--- config.mk ---
export PLATFORM = sky130hd
export DESIGN_NAME = int_alu32
export DESIGN_NICKNAME = d
export VERILOG_FILES = /design/src/rtl/int_alu_pkg.sv /design/src/rtl/int_alu_decode.sv /design/src/rtl/int_alu_operands.sv /design/src/rtl/int_alu_core.sv /design/src/rtl/int_alu32.sv
export SDC_FILE = /design/constraint.sdc
export NUM_CORES = 1
export LEC_CHECK = 0
export ABC_AREA = 1
export BUFFER_PORTS_ARGS = -buffer_cell sky130_fd_sc_hd__buf_4
export CAP_MARGIN = 20
export CORE_MARGIN = 1.5
export CORE_UTILIZATION = 55
export DETAILED_ROUTE_END_ITERATION = 6
export PLACE_DENSITY = 0.77
export SETUP_SLACK_MARGIN = 0.1
export SYNTH_ARGS = -nofsm -noshare
export SYNTH_HDL_FRONTEND = slang
export SYNTH_SLANG_ARGS = --single-unit
--- constraint.sdc ---
create_clock -name vclk -period 8
set_input_delay 0.4 -clock vclk [all_inputs]
set_output_delay 0.4 -clock vclk [all_outputs]
set_load 0.01 [all_outputs]
--- src/rtl/int_alu_pkg.sv ---
package int_alu_pkg;

    localparam logic [5:0] OPC_REG   = 6'd0;
    localparam logic [5:0] OPC_ADDI  = 6'd8;
    localparam logic [5:0] OPC_ADDIU = 6'd9;
    localparam logic [5:0] OPC_SLTI  = 6'd10;
    localparam logic [5:0] OPC_SLTIU = 6'd11;
    localparam logic [5:0] OPC_ANDI  = 6'd12;
    localparam logic [5:0] OPC_ORI   = 6'd13;
    localparam logic [5:0] OPC_XORI  = 6'd14;
    localparam logic [5:0] OPC_LUI   = 6'd15;

    localparam logic [5:0] FN_SLL  = 6'd0;
    localparam logic [5:0] FN_SRL  = 6'd2;
    localparam logic [5:0] FN_SRA  = 6'd3;
    localparam logic [5:0] FN_SLLV = 6'd4;
    localparam logic [5:0] FN_SRLV = 6'd6;
    localparam logic [5:0] FN_SRAV = 6'd7;
    localparam logic [5:0] FN_ADD  = 6'd32;
    localparam logic [5:0] FN_ADDU = 6'd33;
    localparam logic [5:0] FN_SUB  = 6'd34;
    localparam logic [5:0] FN_SUBU = 6'd35;
    localparam logic [5:0] FN_AND  = 6'd36;
    localparam logic [5:0] FN_OR   = 6'd37;
    localparam logic [5:0] FN_XOR  = 6'd38;
    localparam logic [5:0] FN_NOR  = 6'd39;
    localparam logic [5:0] FN_SLT  = 6'd42;
    localparam logic [5:0] FN_SLTU = 6'd43;

    typedef enum logic [3:0] {
        K_ADD, K_SUB, K_AND, K_OR, K_XOR, K_NOR,
        K_SLT, K_SLTU, K_SHL, K_SHR, K_LUI, K_NONE
    } alu_kind_e;

    typedef enum logic { EXT_ZERO, EXT_SIGN } ext_e;

    typedef struct packed {
        alu_kind_e kind;
        logic      trap;     // overflow may be reported
        logic      use_imm;  // second operand from immediate
        ext_e      ext;      // immediate widening rule
        logic      var_amt;  // shift amount from rs
        logic      arith;    // right shift fills with sign
    } alu_ctl_t;

    localparam alu_ctl_t CTL_NONE = '{K_NONE, 1'b0, 1'b0, EXT_ZERO, 1'b0, 1'b0};

    function automatic alu_ctl_t ctl_reg(input alu_kind_e k, input logic tr,
                                         input logic va, input logic ar);
        alu_ctl_t c;
        c = CTL_NONE;
        c.kind = k; c.trap = tr; c.var_amt = va; c.arith = ar;
        return c;
    endfunction

    function automatic alu_ctl_t ctl_imm(input alu_kind_e k, input logic tr, input ext_e e);
        alu_ctl_t c;
        c = CTL_NONE;
        c.kind = k; c.trap = tr; c.use_imm = 1'b1; c.ext = e;
        return c;
    endfunction

    function automatic alu_ctl_t decode_insn(input logic [5:0] opc, input logic [5:0] fn);
        alu_ctl_t c;
        c = CTL_NONE;
        if (opc == OPC_REG) begin
            case (fn)
                FN_ADD:  c = ctl_reg(K_ADD,  1'b1, 1'b0, 1'b0);
                FN_ADDU: c = ctl_reg(K_ADD,  1'b0, 1'b0, 1'b0);
                FN_SUB:  c = ctl_reg(K_SUB,  1'b1, 1'b0, 1'b0);
                FN_SUBU: c = ctl_reg(K_SUB,  1'b0, 1'b0, 1'b0);
                FN_AND:  c = ctl_reg(K_AND,  1'b0, 1'b0, 1'b0);
                FN_OR:   c = ctl_reg(K_OR,   1'b0, 1'b0, 1'b0);
                FN_XOR:  c = ctl_reg(K_XOR,  1'b0, 1'b0, 1'b0);
                FN_NOR:  c = ctl_reg(K_NOR,  1'b0, 1'b0, 1'b0);
                FN_SLT:  c = ctl_reg(K_SLT,  1'b0, 1'b0, 1'b0);
                FN_SLTU: c = ctl_reg(K_SLTU, 1'b0, 1'b0, 1'b0);
                FN_SLL:  c = ctl_reg(K_SHL,  1'b0, 1'b0, 1'b0);
                FN_SRL:  c = ctl_reg(K_SHR,  1'b0, 1'b0, 1'b0);
                FN_SRA:  c = ctl_reg(K_SHR,  1'b0, 1'b0, 1'b1);
                FN_SLLV: c = ctl_reg(K_SHL,  1'b0, 1'b1, 1'b0);
                FN_SRLV: c = ctl_reg(K_SHR,  1'b0, 1'b1, 1'b0);
                FN_SRAV: c = ctl_reg(K_SHR,  1'b0, 1'b1, 1'b1);
                default: c = CTL_NONE;
            endcase
        end else begin
            case (opc)
                OPC_ADDI:  c = ctl_imm(K_ADD,  1'b1, EXT_SIGN);
                OPC_ADDIU: c = ctl_imm(K_ADD,  1'b0, EXT_SIGN);
                OPC_SLTI:  c = ctl_imm(K_SLT,  1'b0, EXT_SIGN);
                OPC_SLTIU: c = ctl_imm(K_SLTU, 1'b0, EXT_SIGN);
                OPC_ANDI:  c = ctl_imm(K_AND,  1'b0, EXT_ZERO);
                OPC_ORI:   c = ctl_imm(K_OR,   1'b0, EXT_ZERO);
                OPC_XORI:  c = ctl_imm(K_XOR,  1'b0, EXT_ZERO);
                OPC_LUI:   c = ctl_imm(K_LUI,  1'b0, EXT_ZERO);
                default:   c = CTL_NONE;
            endcase
        end
        return c;
    endfunction

endpackage

--- src/rtl/int_alu_decode.sv ---
module int_alu_decode
    import int_alu_pkg::*;
(
    input  logic [5:0] opcode,
    input  logic [5:0] funct,
    output alu_ctl_t   ctl
);
    always_comb ctl = decode_insn(opcode, funct);
endmodule

--- src/rtl/int_alu_operands.sv ---
module int_alu_operands
    import int_alu_pkg::*;
#(
    parameter int XLEN = 32,
    parameter int IMMW = 16,
    localparam int SHW = $clog2(XLEN)
) (
    input  logic            use_imm,
    input  ext_e            ext,
    input  logic            var_amt,
    input  logic [SHW-1:0]  shamt,
    input  logic [XLEN-1:0] rs_val,
    input  logic [XLEN-1:0] rt_val,
    input  logic [IMMW-1:0] imm,
    output logic [XLEN-1:0] opnd_a,
    output logic [XLEN-1:0] opnd_b,
    output logic [SHW-1:0]  amt
);
    localparam int PADW = XLEN - IMMW;

    logic [XLEN-1:0] imm_wide;

    always_comb begin
        if (ext == EXT_SIGN) imm_wide = {{PADW{imm[IMMW-1]}}, imm};
        else                 imm_wide = {{PADW{1'b0}}, imm};
        opnd_a = rs_val;
        opnd_b = use_imm ? imm_wide : rt_val;
        amt    = var_amt ? rs_val[SHW-1:0] : shamt;
    end
endmodule

--- src/rtl/int_alu_core.sv ---
module int_alu_core
    import int_alu_pkg::*;
#(
    parameter int XLEN = 32,
    parameter int IMMW = 16,
    localparam int SHW = $clog2(XLEN),
    localparam int MSB = XLEN - 1
) (
    input  alu_kind_e       kind,
    input  logic            trap,
    input  logic            arith,
    input  logic [XLEN-1:0] a,
    input  logic [XLEN-1:0] b,
    input  logic [SHW-1:0]  amt,
    output logic [XLEN-1:0] res,
    output logic            ovf
);
    logic [XLEN-1:0] sum, diff;
    logic            lt_s, lt_u, fill, go_left;
    logic [XLEN-1:0] b_rev, sh_in, sh_rev;
    logic [XLEN-1:0] stage [SHW+1];

    assign sum     = a + b;
    assign diff    = a - b;
    assign lt_s    = $signed(a) < $signed(b);
    assign lt_u    = a < b;
    assign go_left = (kind == K_SHL);
    assign fill    = arith & b[MSB] & ~go_left;

    // one right-shifting barrel; left shifts run through it bit-reversed
    for (genvar i = 0; i < XLEN; i++) begin : g_rev
        assign b_rev[i]  = b[MSB-i];
        assign sh_rev[i] = stage[SHW][MSB-i];
    end

    assign sh_in    = go_left ? b_rev : b;
    assign stage[0] = sh_in;

    for (genvar s = 0; s < SHW; s++) begin : g_stage
        localparam int D = 1 << s;
        assign stage[s+1] = amt[s] ? {{D{fill}}, stage[s][MSB:D]} : stage[s];
    end

    always_comb begin
        res = '0;
        ovf = 1'b0;
        case (kind)
            K_ADD: begin
                res = sum;
                ovf = trap & (a[MSB] == b[MSB]) & (sum[MSB] != a[MSB]);
            end
            K_SUB: begin
                res = diff;
                ovf = trap & (a[MSB] != b[MSB]) & (diff[MSB] != a[MSB]);
            end
            K_AND:  res = a & b;
            K_OR:   res = a | b;
            K_XOR:  res = a ^ b;
            K_NOR:  res = ~(a | b);
            K_SLT:  res = {{(XLEN-1){1'b0}}, lt_s};
            K_SLTU: res = {{(XLEN-1){1'b0}}, lt_u};
            K_SHL:  res = sh_rev;
            K_SHR:  res = stage[SHW];
            K_LUI:  res = b << IMMW;
            default: res = '0;
        endcase
    end
endmodule

--- src/rtl/int_alu32.sv ---
module int_alu32
    import int_alu_pkg::*;
#(
    parameter int XLEN = 32,
    parameter int IMMW = 16,
    localparam int SHW = $clog2(XLEN)
) (
    input  logic [5:0]      opcode,
    input  logic [5:0]      funct,
    input  logic [SHW-1:0]  shamt,
    input  logic [XLEN-1:0] rs_val,
    input  logic [XLEN-1:0] rt_val,
    input  logic [IMMW-1:0] imm16,
    output logic [XLEN-1:0] result,
    output logic            overflow
);
    alu_ctl_t        ctl;
    logic [XLEN-1:0] opnd_a, opnd_b;
    logic [SHW-1:0]  amt;

    int_alu_decode u_dec (
        .opcode (opcode),
        .funct  (funct),
        .ctl    (ctl)
    );

    int_alu_operands #(.XLEN(XLEN), .IMMW(IMMW)) u_opnd (
        .use_imm (ctl.use_imm),
        .ext     (ctl.ext),
        .var_amt (ctl.var_amt),
        .shamt   (shamt),
        .rs_val  (rs_val),
        .rt_val  (rt_val),
        .imm     (imm16),
        .opnd_a  (opnd_a),
        .opnd_b  (opnd_b),
        .amt     (amt)
    );

    int_alu_core #(.XLEN(XLEN), .IMMW(IMMW)) u_core (
        .kind  (ctl.kind),
        .trap  (ctl.trap),
        .arith (ctl.arith),
        .a     (opnd_a),
        .b     (opnd_b),
        .amt   (amt),
        .res   (result),
        .ovf   (overflow)
    );
endmodule

---- Word level (Yosys, flattened, before mapping) ----
Memory sizes are Yosys's and may differ from the RTL's.
Cells that the tools add are included.
word-level totals
  memory bits (read-only) ................. 560
  bits of input ports ..................... 97
  output and inout port bits .............. 33
  logic and storage cells ................. 47
  flip-flop bits (word level) ............. 0
  memories ................................ 2
operators by class
  equal/unequal tests ..................... 14
  reduce and logical (&&, ||, !) cells .... 3
  mux-type cells .......................... 13
  $add $sub $neg .......................... 2
  bitwise logic cells ..................... 11
  magnitude comparators ................... 2
memory list
  name             depth  width  read ports  clocked after Yosys merged registers in  wr ports  RTL line           RTL
  (no name shown)  64     7      1           0                                        0         int_alu_pkg.sv:67  case (fn)
  (no name shown)  16     7      1           0                                        0         int_alu_pkg.sv:87  case (opc)
operators by type and width
  cell                number
  $pmux 32 s11        1
  $mux 32             8
  $lt 32x32->1        2
  $add 32x32->32      1
  $and 32x32->32      1
  $not 32->32         1
  $or 32x32->32       1
  $sub 32x32->32      1
  $xor 32x32->32      1
  $mux 9              2
  $eq 4x3->1 const B  4
  $eq 4x4->1 const B  3
  $eq 4x2->1 const B  2
  $and 1x1->1         6
  $logic_not 6->1     1
  $mux 5              1
  $eq 4x1->1 const B  1
  $logic_not 4->1     1
  $ne 1x1->1          3
  $logic_not 2->1     1
  $pmux 1 s2          1
  $eq 1x1->1          1
  $not 1->1           1

---- Longest topological paths before layout ----
  word-level depth ........................ 13
  mapped depth ............................ 25
  mapped depth without buffers ............ 24

---- Modules after synthesis ----
Synthesis repeated with hierarchy kept, for this count alone.
second synthesis, totals
  cells, all modules ...................... 1882
  area total of the unflattened synthesis .. 9629.2 µm²
modules (own cells, without submodules)
  module            area an instance (µm²)  times used  cells each  seq. area each (µm²)
  int_alu_core      8688.3                  1           1690        0.0
  int_alu_operands  671.9                   1           136         0.0
  int_alu_decode    269.0                   1           56          0.0

---- Worst setup path before layout ----
Ideal clock, no wire load.
  kind .................................... input to output
  start point ............................. input opcode[5]
  end point ............................... output result[20]
  buffers on the path ..................... 1
  data required time ...................... 7600 ps
  data arrival time ....................... 3251 ps
  path slack .............................. 4349 ps
  stages .................................. 19
  path through ............................ inv_1 > nand2_4 > nor2_4 > inv_2 > buf_2 > o21ai_1 > ha_1 > inv_1 > fa_1 > nor3_1 > nor2_1 > o21bai_1 > a21boi_0 > o21ai_0 > nand2_1 > nand2_1 > nand2_1 > a31oi_1 > nand4_1
on the way
  cells in the longest elaborated chain, start to end .. 13
  elaborated cells on any way between the ends .. 34
  classes of those cells .................. add/sub (2); eq/ne (10); mux (12); bitwise (7); reduce/logical (3)
RTL lines
  element                                                 RTL line            RTL
  start, declared                                         int_alu32.sv:8      input logic [5:0] opcode,
  $logic_not 2->1                                         int_alu_pkg.sv:87
  $mux 9                                                  int_alu_pkg.sv:87
  $mux 9 (*)                                              int_alu_pkg.sv:66   if (opc == OPC_REG) begin
  branches (longest 9 deep; another with $sub 32x32->32)  --
  $pmux 32 s11 (*)                                        int_alu_core.sv:47  case (kind)
  end, declared                                           int_alu32.sv:14     output logic [XLEN-1:0] result,
Mark *: on every way between the ends.

---- Worst setup path after layout ----
Ends and elaborated chain as after synthesis.

==> flow_metrics.env <==
export IMPL_die_area_sq_um=16700
export IMPL_vias_per_cell=6.63
export IMPL_grt_pass1_vias=11229
export IMPL_antenna_found_initial=0
export IMPL_cp_common_cell="nand2_1"
export IMPL_p_leak_uw=0.00508
export IMPL_antenna_left=0
export IMPL_hold_buffers=0
export IMPL_dpl_cell_area_sq_um=9690
export IMPL_synth_top_cell_by_area="nand3_1"
export IMPL_fill_cells=1629
export IMPL_period_needed_ps=5960
export IMPL_finalInstanceArea_sq_um=9720
export IMPL_p_per_area_nw_per_um2=76.5
export IMPL_path_class="input pin to output port"
export IMPL_max_stage_delay_ps=870
export IMPL_status="complete, but fails checks"
export IMPL_path_max_fanout=30
export IMPL_hpwl_microns=34100
export IMPL_post_cts_resized=0
export IMPL_synth_area_leaders="nand3_1 22%, nand2_1 16%, ha_1 14%, inv_1 8.6%, a21oi_1 6.5%"
export IMPL_end_kind="output port"
export IMPL_cp_data_arrival_time_ps=5560
export IMPL_yosysWarnings=0
export IMPL_row_count=45
export IMPL_worst_ir_drop_vdd_v=0.0000411
export IMPL_grt_pass1_wl_microns=63600
export IMPL_finalNonFillerCells=1943
export IMPL_synth_avg_cell_area_sq_um=5.24
export IMPL_synth_nets=1866
export IMPL_drc=40
export IMPL_finalSetupViolCount=0
export IMPL_worst_pin_slew_ps=1110
export IMPL_tns_ps=0
export IMPL_grt_overflow=0
export IMPL_nNetsFinal=1931
export IMPL_die_h_microns=129
export IMPL_cts_setup_buffers=0
export IMPL_io_buffer_count=130
export IMPL_core_area_sq_um=15400
export IMPL_path_cells="buf_4 -> inv_1 -> nand2_4 -> nor2_4 -> inv_2 -> o21ai_0 -> inv_1 -> ha_1 -> nand2_1 -> o21ai_0 -> nor2_1 -> o21bai_1 -> a21boi_0 -> o21ai_0 -> nand2_1 -> nand2_1 -> nand2_1 -> a31oi_1 -> nand4_1 -> buf_4"
export IMPL_synth_cell_types=51
export IMPL_antenna_cells=0
export IMPL_mostFrequentLayoutCells="381 x nand3_1, 364 x nand2_1, 200 x inv_1"
export IMPL_pin_count=130
export IMPL_drt_iter0_drc=2516
export IMPL_slew_violations=0
export IMPL_grt_max_degree=38
export IMPL_wl_per_cell_microns=22.1
export IMPL_violations="design-rule violations"
export IMPL_nClkBuffers=0
export IMPL_multiInputGateArea_sq_um=7550
export IMPL_grt_setup_unrepaired="false"
export IMPL_gp_congestion=1.12
export IMPL_critPathSlowestCell="o21ai_0"
export IMPL_startpoint_type="input pin"
export IMPL_drv_cap=0
export IMPL_design_seq_count=0
export IMPL_place_inst=1941
export IMPL_final_seq_area_sq_um=0
export IMPL_ys_seq_area_share_pct=0
export IMPL_min_from="rs_val[31]"
export IMPL_syn2layout_area_growth_pct=11.1
export IMPL_holdPathStages=5
export IMPL_worstPathRequired_ps=7600
export IMPL_syn_inst=1669
export IMPL_max_slew_margin_rel_pct=26.2
export IMPL_fmax_ghz=0.168
export IMPL_drive_gt1_share_pct=11.1
export IMPL_final_period_utilization_pct=74.5
export IMPL_syn_area_sq_um=8750
export IMPL_min_to="overflow"
export IMPL_grtUsageTotal_pct=49.8
export IMPL_fin_hold_ws_ps=1280
export IMPL_die_w_microns=129
export IMPL_hold_path_class="input pin to output port"
export IMPL_final_common_cell="nand3_1"
export IMPL_hold_violations=0
export IMPL_synth_top_cell_area_share_pct=21.8
export IMPL_totalWireLength_microns=42900
export IMPL_vias=12881
export IMPL_start_util_pct=56.9
export IMPL_firstDrtPassIters=7
## power breakdown
part           internal, uW  switching [uW]
clock                     0               0
sequential                0               0
combinational           231             513
total                   231             513
## per-stage QoR
stage                     total power (uW)  setup slack [ps]  utilization (%)
final                                  743              2040             63.2
after global routing                   791              1920             63.2
after CTS                              700              2460             63.0
after detailed placement               698              2470             63.0
after global placement                 696              2680             63.0
after floorplan                        452              4350                -
## worst max-delay path, delay by kind of cell
kind / cells / cell delay (ps)
simple gates: 8 / 1160
fa+ha+maj: 1 / 510
buf+inv: 5 / 990
compound gates: 6 / 2470
## cells in the mapped netlist, types with 2 or more instances
library cell / count
nand3_1: 381
nand2_1: 364
inv_1: 200
a21oi_1: 114
nor2_1: 110
ha_1: 98
o21ai_0: 93
buf_2: 43
clkbuf_1: 24
nand4_1: 23
o22ai_1: 18
nor3_1: 17
o21ai_1: 17
inv_2: 13
o221ai_1: 12
o2111ai_1: 11
o211ai_1: 11
o21bai_1: 11
a221oi_1: 10
a31oi_1: 8
buf_1: 8
xor2_1: 8
a21boi_0: 7
nand2_2: 7
a211oi_1: 6
or2_2: 6
buf_6: 5
a21o_1: 4
nor2_2: 4
nand2_4: 3
nor2_4: 3
nor4_1: 3
o21a_1: 3
a311oi_1: 2
buf_4: 2
fa_1: 2
nand3_2: 2
o211ai_2: 2
o31ai_1: 2
## cell type report
class,instances,share of cell area [%]
Timing Repair Buffer,145,11.4
Inverter,213,8.23
Tap cell,211,2.72
Multi-Input combinational cell,1374,77.7
## kinds of logic after synthesis
logic type / share of synthesized area [%]
xor gates and xnor gates: 0.801
adders and majority gates: 14.5
AOI/OAI and AO/OA: 23.0
and+or+nand+nor: 47.9
buffers and inverters: 13.8
## worst max path at each step
stage | startpoint | to | depth (start not counted) | slack (ps)
final | opcode[5] | result[20] | 20 | 2040
after global routing | opcode[5] | result[20] | 20 | 1920
after CTS | opcode[5] | result[20] | 20 | 2460
after detailed placement | opcode[5] | result[20] | 20 | 2470
after global placement | opcode[5] | result[20] | 20 | 2680
after floorplan | opcode[5] | result[20] | 19 | 4350
## per-layer routing
metal / part of all wire [%] / track usage (%) / up-vias
li1: - / - / 5829
met4: 8.4 / 30.7 / 0
met1: 36 / 64.0 / 5579
met5: 0 / 0 / -
met2: 38 / 71.7 / 1215
met3: 17 / 16.3 / 258
Note: power is estimated with default switching activity, not from simulation.
